File: src/rtl/dwatch_pkg.sv
package dwatch_pkg;

  localparam int ADDR_W  = 64;
  localparam int CNT_W   = 6;
  localparam int SIZE_W  = 2;
  localparam int PRIV_W  = 2;
  localparam int N_PRIV  = 3;
  localparam int DW_LSB  = 3;

  // control register layout, bit 11 down to bit 0
  typedef struct packed {
    logic             rm_ctl;
    logic             prv_hyp;
    logic             prv_sup;
    logic             prv_user;
    logic             st_en;
    logic             ld_en;
    logic [CNT_W-1:0] dw_cnt;
  } ctl_t;

  localparam int CTL_W = $bits(ctl_t);

  typedef enum logic [PRIV_W-1:0] {
    LVL_USER = 2'd0,
    LVL_SUP  = 2'd1,
    LVL_HYP  = 2'd2,
    LVL_RSVD = 2'd3
  } lvl_e;

endpackage

File: src/rtl/dwatch_cfg_regs.sv
module dwatch_cfg_regs
  import dwatch_pkg::*;
#(
  parameter int AW    = ADDR_W,
  parameter int ALIGN = DW_LSB
) (
  input  logic          clk,
  input  logic          rst_n,
  input  logic          base_we,
  input  logic [AW-1:0] base_wdata,
  input  logic          ctl_we,
  input  logic [CTL_W-1:0] ctl_wdata,
  output logic [AW-1:0] base_q,
  output ctl_t          ctl_q
);

  localparam logic [AW-1:0] LOW_MASK = AW'((64'd1 << ALIGN) - 64'd1);

  logic [AW-1:0] base_d;
  ctl_t          ctl_d;

  always_comb begin
    base_d = base_q;
    if (base_we) begin
      base_d = base_wdata & ~LOW_MASK;
    end
  end

  always_comb begin
    ctl_d = ctl_q;
    if (ctl_we) begin
      ctl_d = ctl_t'(ctl_wdata);
    end
  end

  always_ff @(posedge clk or negedge rst_n) begin
    if (!rst_n) begin
      base_q <= '0;
    end else if (base_we) begin
      base_q <= base_d;
    end
  end

  always_ff @(posedge clk or negedge rst_n) begin
    if (!rst_n) begin
      ctl_q <= '0;
    end else if (ctl_we) begin
      ctl_q <= ctl_d;
    end
  end

endmodule

File: src/rtl/dwatch_range_cmp.sv
module dwatch_range_cmp
  import dwatch_pkg::*;
#(
  parameter int AW    = ADDR_W,
  parameter int CW    = CNT_W,
  parameter int SW    = SIZE_W,
  parameter int ALIGN = DW_LSB
) (
  input  logic [AW-1:0] win_base,
  input  logic [CW-1:0] win_cnt,
  input  logic [AW-1:0] acc_addr,
  input  logic [SW-1:0] acc_size,
  output logic          overlap
);

  // one guard bit so that no end address wraps past the top
  localparam int EW = AW + 1;

  logic [EW-1:0] win_span;
  logic [EW-1:0] acc_span;
  logic [EW-1:0] win_lo;
  logic [EW-1:0] win_hi;
  logic [EW-1:0] acc_lo;
  logic [EW-1:0] acc_hi;

  always_comb begin
    win_span = (EW'(win_cnt) + EW'(1)) << ALIGN;
    acc_span = EW'(1) << acc_size;
    win_lo   = EW'(win_base);
    acc_lo   = EW'(acc_addr);
    win_hi   = win_lo + win_span - EW'(1);
    acc_hi   = acc_lo + acc_span - EW'(1);
    overlap  = (acc_lo <= win_hi) && (win_lo <= acc_hi);
  end

endmodule

File: src/rtl/dwatch_qual.sv
module dwatch_qual
  import dwatch_pkg::*;
(
  input  ctl_t              ctl,
  input  logic              is_write,
  input  logic [PRIV_W-1:0] priv,
  output logic              qual_ok
);

  logic [N_PRIV-1:0] lvl_en;
  logic [N_PRIV-1:0] lvl_sel;
  logic              type_ok;
  logic              priv_ok;

  assign lvl_en = {ctl.prv_hyp, ctl.prv_sup, ctl.prv_user};

  for (genvar g = 0; g < N_PRIV; g++) begin : g_lvl
    assign lvl_sel[g] = lvl_en[g] && (priv == PRIV_W'(g));
  end

  always_comb begin
    type_ok = is_write ? ctl.st_en : ctl.ld_en;
    priv_ok = |lvl_sel;
    qual_ok = type_ok && priv_ok;
  end

endmodule

File: src/rtl/dwatch_unit.sv
module dwatch_unit
  import dwatch_pkg::*;
(
  input  logic              clk,
  input  logic              rst_n,
  input  logic              cfg_base_we,
  input  logic [ADDR_W-1:0] cfg_base_data,
  input  logic              cfg_ext_we,
  input  logic [CTL_W-1:0]  cfg_ext_data,
  input  logic              req_valid,
  input  logic [ADDR_W-1:0] req_addr,
  input  logic              req_is_write,
  input  logic [SIZE_W-1:0] req_size,
  input  logic [PRIV_W-1:0] req_priv,
  output logic [ADDR_W-1:0] base_rd,
  output logic [CTL_W-1:0]  ext_rd,
  output logic              hit,
  output logic              unimpl
);

  logic [ADDR_W-1:0] base_q;
  ctl_t              ctl_q;
  logic              overlap;
  logic              qual_ok;
  logic              hit_d;
  logic              hit_q;

  dwatch_cfg_regs #(.AW(ADDR_W), .ALIGN(DW_LSB)) u_cfg (
    .clk        (clk),
    .rst_n      (rst_n),
    .base_we    (cfg_base_we),
    .base_wdata (cfg_base_data),
    .ctl_we     (cfg_ext_we),
    .ctl_wdata  (cfg_ext_data),
    .base_q     (base_q),
    .ctl_q      (ctl_q)
  );

  dwatch_range_cmp #(.AW(ADDR_W), .CW(CNT_W), .SW(SIZE_W), .ALIGN(DW_LSB)) u_cmp (
    .win_base (base_q),
    .win_cnt  (ctl_q.dw_cnt),
    .acc_addr (req_addr),
    .acc_size (req_size),
    .overlap  (overlap)
  );

  dwatch_qual u_qual (
    .ctl      (ctl_q),
    .is_write (req_is_write),
    .priv     (req_priv),
    .qual_ok  (qual_ok)
  );

  always_comb begin
    hit_d = req_valid && qual_ok && overlap;
  end

  always_ff @(posedge clk or negedge rst_n) begin
    if (!rst_n) begin
      hit_q <= 1'b0;
    end else begin
      hit_q <= hit_d;
    end
  end

  assign hit     = hit_q;
  assign base_rd = base_q;
  assign ext_rd  = ctl_q;
  assign unimpl  = ctl_q.rm_ctl;

endmodule

File: config.mk
export PLATFORM = sky130hd
export DESIGN_NAME = dwatch_unit
export DESIGN_NICKNAME = d
export VERILOG_FILES = /design/src/rtl/dwatch_pkg.sv /design/src/rtl/dwatch_cfg_regs.sv /design/src/rtl/dwatch_range_cmp.sv /design/src/rtl/dwatch_qual.sv /design/src/rtl/dwatch_unit.sv
export SDC_FILE = /design/constraint.sdc
export NUM_CORES = 1
export LEC_CHECK = 0
export ABC_AREA = 0
export BUFFER_PORTS_ARGS = -buffer_cell sky130_fd_sc_hd__buf_2
export CORE_UTILIZATION = 59
export CTS_CLUSTER_DIAMETER = 150
export DETAILED_ROUTE_END_ITERATION = 10
export PLACE_DENSITY = 0.9
export SYNTH_ARGS = -nofsm -noshare
export SYNTH_HDL_FRONTEND = slang
export SYNTH_SLANG_ARGS = --single-unit
File: constraint.sdc
create_clock -name clk -period 5.49 [get_ports clk]
set_clock_uncertainty 0.15 [all_clocks]
set_input_delay 1.3725 -clock clk [delete_from_list [all_inputs] [get_ports clk]]
set_output_delay 1.3725 -clock clk [all_outputs]
set_load 0.005 [all_outputs]
==> results of run 1 <==
==> state kept, by name, indices dropped and copies added (netlist names) <==
name / cells
hit: 1
u_cfg.base_q: 61
u_cfg.ctl_q: 12
==> cells in the final DEF (no fill, tap or decap), types with 7 or more instances in the layout <==
cell type / count
a211o_1: 7
a21o_1: 116
a21oi_1: 166
a21oi_2: 9
a31oi_1: 16
and3_1: 9
buf_2: 219
buf_4: 239
clkbuf_16: 9
dfrtp_1: 74
ha_1: 254
inv_1: 183
mux2_2: 13
nand2_1: 143
nand2b_1: 16
nand3_1: 44
nand4_1: 59
nor2_1: 78
nor2b_1: 14
nor3_1: 13
o211ai_1: 21
o21a_1: 15
o21ai_0: 117
o21ai_1: 21
o21bai_1: 21
o31ai_1: 9
xnor2_1: 64
xor2_1: 54
==> power groups by stage <==
stage / Combinational, µW / Sequential [µW] / Clock [µW]
floorplan: 1690 / 658 / 0
global placement: 2450 / 671 / 0
detailed placement: 2570 / 671 / 0
CTS: 2630 / 662 / 680
global route: 2980 / 670 / 697
finish: 2730 / 665 / 675
==> repair_timing <==
item,4_1_cts,5_1_grt
resized for setup,21,20
buffers inserted,5,2
pin swaps,11,11
setup endpoints to repair,1,1
==> synthesized netlist by cell type, types with 4 or more instances <==
cell / number / area [µm²]
ha_1: 257 / 3220
inv_1: 183 / 687
a21oi_1: 172 / 861
nand2_1: 144 / 541
o21ai_0: 117 / 586
a21o_1: 116 / 871
nor2_1: 80 / 300
dfrtp_1: 74 / 1850
xnor2_1: 64 / 561
nand4_1: 59 / 369
xor2_1: 54 / 473
nand3_1: 45 / 225
clkbuf_1: 25 / 93.8
o21ai_1: 22 / 110
o21bai_1: 22 / 165
o211ai_1: 21 / 158
a31oi_1: 16 / 100
nand2b_1: 16 / 100
nor3_1: 16 / 80.1
nor2b_1: 15 / 93.8
o21a_1: 15 / 113
mux2_2: 13 / 146
buf_4: 11 / 82.6
and3_1: 9 / 56.3
o31ai_1: 9 / 67.6
a211oi_1: 8 / 60.1
buf_2: 8 / 40.0
a211o_1: 7 / 61.3
a221oi_1: 6 / 52.6
nor4_1: 6 / 37.5
or3_1: 6 / 37.5
and2_1: 4 / 25.0
buf_1: 4 / 15.0
==> metrics by stage <==
stage	power [µW]	utilization [%]
after global routing	4350	77.7
final	4070	77.7
after floorplan	2350	-
after CTS	3970	77.1
after global placement	3120	74.9
after detailed placement	3240	74.9
==> path summary, 6_finish.rpt <==
path / end / cells after the start / slack, ns / startpoint
min in group asynchronous: u_cfg.base_q[12]$_DFFE_PN0P_ / 1 / 1.01 / rst_n
setup / recovery: hit$_DFF_PN0_ / 27 / -0.36 / u_cfg.ctl_q[0]$_DFFE_PN0P_
hold reg to reg: u_cfg.ctl_q[11]$_DFFE_PN0P_ / 1 / 0.38 / u_cfg.ctl_q[11]$_DFFE_PN0P_
max in group asynchronous: u_cfg.base_q[58]$_DFFE_PN0P_ / 1 / 3.44 / rst_n
setup reg to reg: hit$_DFF_PN0_ / 27 / -0.36 / u_cfg.ctl_q[0]$_DFFE_PN0P_
hold / removal: u_cfg.ctl_q[11]$_DFFE_PN0P_ / 1 / 0.38 / u_cfg.ctl_q[11]$_DFFE_PN0P_
==> final cells by class <==
class                      count  share of cell area, %
clock inverter                 7                  0.507
multi-input combinational   1396                   63.1
timing repair buffer         459                   17.5
inverter                     183                   4.15
clock buffer                   9                   1.36
sequential                    74                   11.2
antenna                        2                 0.0303
tap                          275                   2.08
==> worst max-delay path, cell delays in order (launching register included) <==
cell and delay, ns:
dfrtp_1 0.41, ha_2 0.32, inv_1 0.05, ha_1 0.27
inv_1 0.05, ha_1 0.22, fa_1 0.43, a21oi_2 0.23
o211ai_2 0.18, nand2_1 0.20, a21oi_2 0.13, a2111oi_2 0.40
o21ai_1 0.18, a21oi_2 0.25, o21ai_0 0.16, xnor2_1 0.15
ha_1 0.29, a21o_1 0.18, a21o_1 0.19, a21oi_1 0.20
o21ai_0 0.12, nand2_1 0.08, o211ai_1 0.15, a31oi_1 0.20
buf_4 0.15, o221ai_1 0.11, a21o_1 0.18, a32oi_1 0.15
==> metal layers <==
layer  vias up  GRT usage, %  part of all wire (%)  wire length, µm
li1       7026             -                     -                -
met1      6824          47.0                    40            18100
met2       778          65.5                    45            20300
met3       213          7.76                   9.0             4070
met4         0          22.7                   6.2             2820
met5         -             0                     0                0
==> kinds of logic after synthesis <==
family / count (synthesis) / synth area share [%]
flip-flops: 74 / 14.2
adder cells (fa/ha/maj): 259 / 25.0
multiplexers: 14 / 1.20
AO/OA/AOI/OAI: 584 / 28.7
buffers and inverters: 236 / 7.40
XOR/XNOR: 118 / 7.95
AND/OR/NAND/NOR: 418 / 15.4
other: 1 / 0.0289
==> results.toml, run 1 <==
[clock_tree]
cts-htree-levels = 3
cts.clk_slew.worst_paths_ns = 0.07
cts.sinks = 74
cts_tree = "done"
cts-root-buf = "clkbuf_16"
ctsHoldBuffers = 0
cts_buffer_depth = 2
clk_latency_ns = 0.37
numCtsBuffers = 9

[power_and_ir_drop]
combPwrFrac_pct = 67.1
p_leak_uw = 0.00888
internal_power_uw = 2190
seqPwrFrac_pct = 16.4
vdd_drop_max_uv = 162
clkPwrFrac_pct = 16.6
p_per_area_nw_per_um2 = 246
switchingPower_uw = 1880
swShare_pct = 46.1

[critical_path]
end_kind = "flip-flop"
critical_path.max_fanout = 3
startpoint_type = "flip-flop"
cp.required_ns = 5.62
critPathArrivalTime_ns = 5.98
path_class = "reg -> reg"

[yosys]
syn_area_um2 = 13000
synth_flop_cell = "dfrtp_1"
synth_edf_count = 0
ys_async_sr_fraction_pct = 100
syn-instance-count = 1704
yosys_warnings = 0
ys_ff_latch = 74
ys_seq_area_share_pct = 14.2
synth_cell_types = 81
avgSynthCellArea_um2 = 7.63

[run]
cap_viol_max_count = 0

[timing]
slew_violations = 0
tns_ns = -0.362
finalCritPeriodShare_pct = 107
worst_slew_pin_slew_ns = 1.08
setup_viol = 1
fin_crit_ns = 5.85
fmax_ghz = 0.171
rsz0062_at_grt = "true"
hold_viol_final = 0
hold_ws_ns = 0.379
max-slew-margin-rel_pct = 28.1
fin_ws_ns = -0.362

[placement]
dpl.hpwl_mm = 36.7
place_area_um2 = 15900
dpl_worst_slack_ns = -0.875
placed_cells = 2380
gp_congestion = 1.03
port_buffers = 221

[global_routing]
grt-ovfl-total = 0
grt_pass1_vias = 14200
antenna_found_initial = 2
grt_max_degree = 123
grt_pass1_wl_mm = 69.6
track_usage_pct = 39.3

[floorplan]
initial_core_util_pct = 61.1
die_area_um2 = 22600
die_x_um = 150
rows = 53
die_y_um = 150
ios = 228
core_area_um2 = 21300

[layout]
nNetsFinal = 2532
multi_input_area_um2 = 10400
final.fill_count = 1543
stdcell_count = 2405
drive_above_1_share_pct = 25.7
area_growth_pct = 27.2
seq_area_um2 = 1850
design_area_um2 = 16500

[routing]
vias = 14800
drc_errors = 0
viasPerCell = 6.17
detail_route.iter0.violations = 1265
wl_per_cell_um = 18.9
drt-pass1-iter-count = 6
ant_nets = 0
drt-total-wl_mm = 45.4

[outcome]
status = "finished, violations left"
violations = "negative setup slack"

[hold_path]
min_path_type = "reg -> reg"
Note: power is estimated with default switching activity, not from simulation.
==> run 2, diff against run 1 <==
--- a/config.mk
+++ b/config.mk
@@ -10,7 +10,7 @@
 export CORE_UTILIZATION = 59
 export CTS_CLUSTER_DIAMETER = 150
 export DETAILED_ROUTE_END_ITERATION = 10
-export PLACE_DENSITY = 0.9
+export PLACE_DENSITY_LB_ADDON = 0.15
 export SYNTH_ARGS = -nofsm -noshare
 export SYNTH_HDL_FRONTEND = slang
 export SYNTH_SLANG_ARGS = --single-unit
==> run 2 against run 1 <==
The flow still finishes with violations (negative setup slack); largest cell class unchanged; critical path type is now in -> reg; via count is 1.7% lower; hold slack better by 0.0019 ns; largest power group unchanged; flip-flop and latch count stayed put; highest routed layer is now met5; first-iteration DRC count is 1.4% lower; critical endpoint unchanged; combinational power is 1% higher; total power is 2.3% higher.
==> results.toml, run 2 (same netlist as run 1, synthesis figures left out) <==
[floorplan]
initial_core_util_pct = 61.1
ios = 228
die_area_um2 = 22600
die_x_um = 150
core_area_um2 = 21300
die_y_um = 150
rows = 53

[placement]
place_area_um2 = 15700
dpl.hpwl_mm = 36.3
port_buffers = 221
gp_congestion = 0.984

[clock_tree]
cts_tree = "done"
clk_latency_ns = 0.36
cts.clk_slew.worst_paths_ns = 0.07
numCtsBuffers = 9
cts-htree-levels = 3
cts_buffer_depth = 2
cts.sinks = 74
cts-root-buf = "clkbuf_16"
ctsHoldBuffers = 0

[power_and_ir_drop]
swShare_pct = 45.1
switchingPower_uw = 1880
seqPwrFrac_pct = 16.0
p_leak_uw = 0.00884
vdd_drop_max_uv = 178
p_total_uw = 4160
p_per_area_nw_per_um2 = 252
clkPwrFrac_pct = 17.4
internal_power_uw = 2280
combPwrFrac_pct = 66.6

[run]
cap_viol_max_count = 0

[hold_path]
min_path_type = "reg -> reg"

[timing]
max-slew-margin-rel_pct = 27.8
worst_slew_pin_slew_ns = 1.08
fmax_ghz = 0.172
hold_ws_ns = 0.381
fin_crit_ns = 5.80
rsz0062_at_grt = "true"
slew_violations = 0
finalCritPeriodShare_pct = 106
setup_viol = 1
hold_viol_final = 0
fin_ws_ns = -0.312

[global_routing]
grt_pass1_vias = 13700
track_usage_pct = 39.8
grt_max_degree = 123
grt_pass1_wl_mm = 70.2
antenna_found_initial = 1
grt-ovfl-total = 0

[critical_path]
cp_top_family = "compound AO/OA/AOI/OAI gates"
cp.required_ns = 5.57
critPathMostFrequentCell = "o21ai_0"
crit_slowest_cell = "o21ai_0"
path_buf_inv = 5
path_class = "in -> reg"
critical_path.max_fanout = 4
critPathArrivalTime_ns = 5.89
end_kind = "flip-flop"
startpoint_type = "input port"
cp_slowest_stage_delay_ns = 0.57
cp_cell_sequence = "buf_8 -> buf_4 -> nand2b_1 -> ha_4 -> inv_1 -> ha_1 -> a211oi_2 -> o21ai_1 -> o21ai_0 -> o21ai_2 -> a21oi_2 -> a21oi_1 -> buf_4 -> buf_12 -> a31o_2 -> nand3_1 -> o21ai_0 -> xnor2_1 -> ha_1 -> nand4_1 -> o21ai_0 -> a211oi_2 -> nor3_2 -> a32oi_1"

[layout]
largest_reg_flops = 61
nNetsFinal = 2513
drive_above_1_share_pct = 25.6
final_common_cell = "ha_1"
utilization_pct = 77.7
final_cell_mix = "ha_1, buf_4, buf_2, inv_1, a21oi_1"
design_area_um2 = 16500
regMostFlops = "u_cfg.base_q"
final.fill_count = 1617
area_growth_pct = 27.2

[routing]
detail_route.iter0.violations = 1247
wl_per_cell_um = 18.9
viasPerCell = 6.12
vias = 14600
drt-pass1-iter-count = 6
ant_nets = 0
drc_errors = 0
drt-total-wl_mm = 45.1

[outcome]
status = "finished, violations left"
violations = "negative setup slack"
-- run 2: path summary, 6_finish.rpt --
check	startpoint	to	slack, ns	cells past startpoint
worst min-delay path	u_cfg.ctl_q[6]$_DFFE_PN0P_	u_cfg.ctl_q[6]$_DFFE_PN0P_	0.38	1
worst max-delay path	req_size[0]	hit$_DFF_PN0_	-0.31	24
worst max register to register	u_cfg.ctl_q[1]$_DFFE_PN0P_	hit$_DFF_PN0_	-0.23	24
worst min register to register	u_cfg.ctl_q[6]$_DFFE_PN0P_	u_cfg.ctl_q[6]$_DFFE_PN0P_	0.38	1
min in group asynchronous	rst_n	u_cfg.base_q[18]$_DFFE_PN0P_	1.03	1
max in group asynchronous	rst_n	u_cfg.base_q[38]$_DFFE_PN0P_	3.47	1
-- run 2: stage by stage --
stage	setup TNS (ns)	std cells	worst slack, ns
finish	-0.312	2385	-0.312
global route	-0.444	2384	-0.444
CTS	-0.237	2379	-0.237
detailed placement	-0.834	2350	-0.834
global placement	-0.756	2350	-0.756
floorplan	-0.0890	1706	-0.0890
-- run 2: area by class of cell --
type,instances,area [µm²],share of cell area (%)
inverter,183,689,4.17
sequential,74,1850,11.2
timing repair buffer,440,2790,16.9
clock inverter,6,95.1,0.575
antenna,1,2.50,0.0151
tap,275,344,2.08
multi-input combinational,1396,10500,63.6
clock buffer,10,239,1.45
-- run 2: routing by layer --
metal	vias to the layer above	GRT usage, %	wire (µm)
met5	-	0	8
met4	2	12.9	1160
met3	94	6.45	3920
met2	627	62.4	19600
met1	6879	55.3	20400
li1	6986	-	-
-- run 2: timing repair --
action | in CTS | in global routing
endpoints found under the setup margin | 1 | 1
pin swaps | 34 | 29
setup buffers | 13 | 5
resized for setup | 28 | 40
-- run 2: power groups by stage --
stage | Combinational [µW] | Clock [µW] | Sequential (µW)
after floorplan | 1690 | 0 | 658
after global placement | 2500 | 0 | 674
after detailed placement | 2580 | 0 | 676
after CTS | 2640 | 729 | 665
after global routing | 3040 | 752 | 671
final | 2770 | 723 | 668
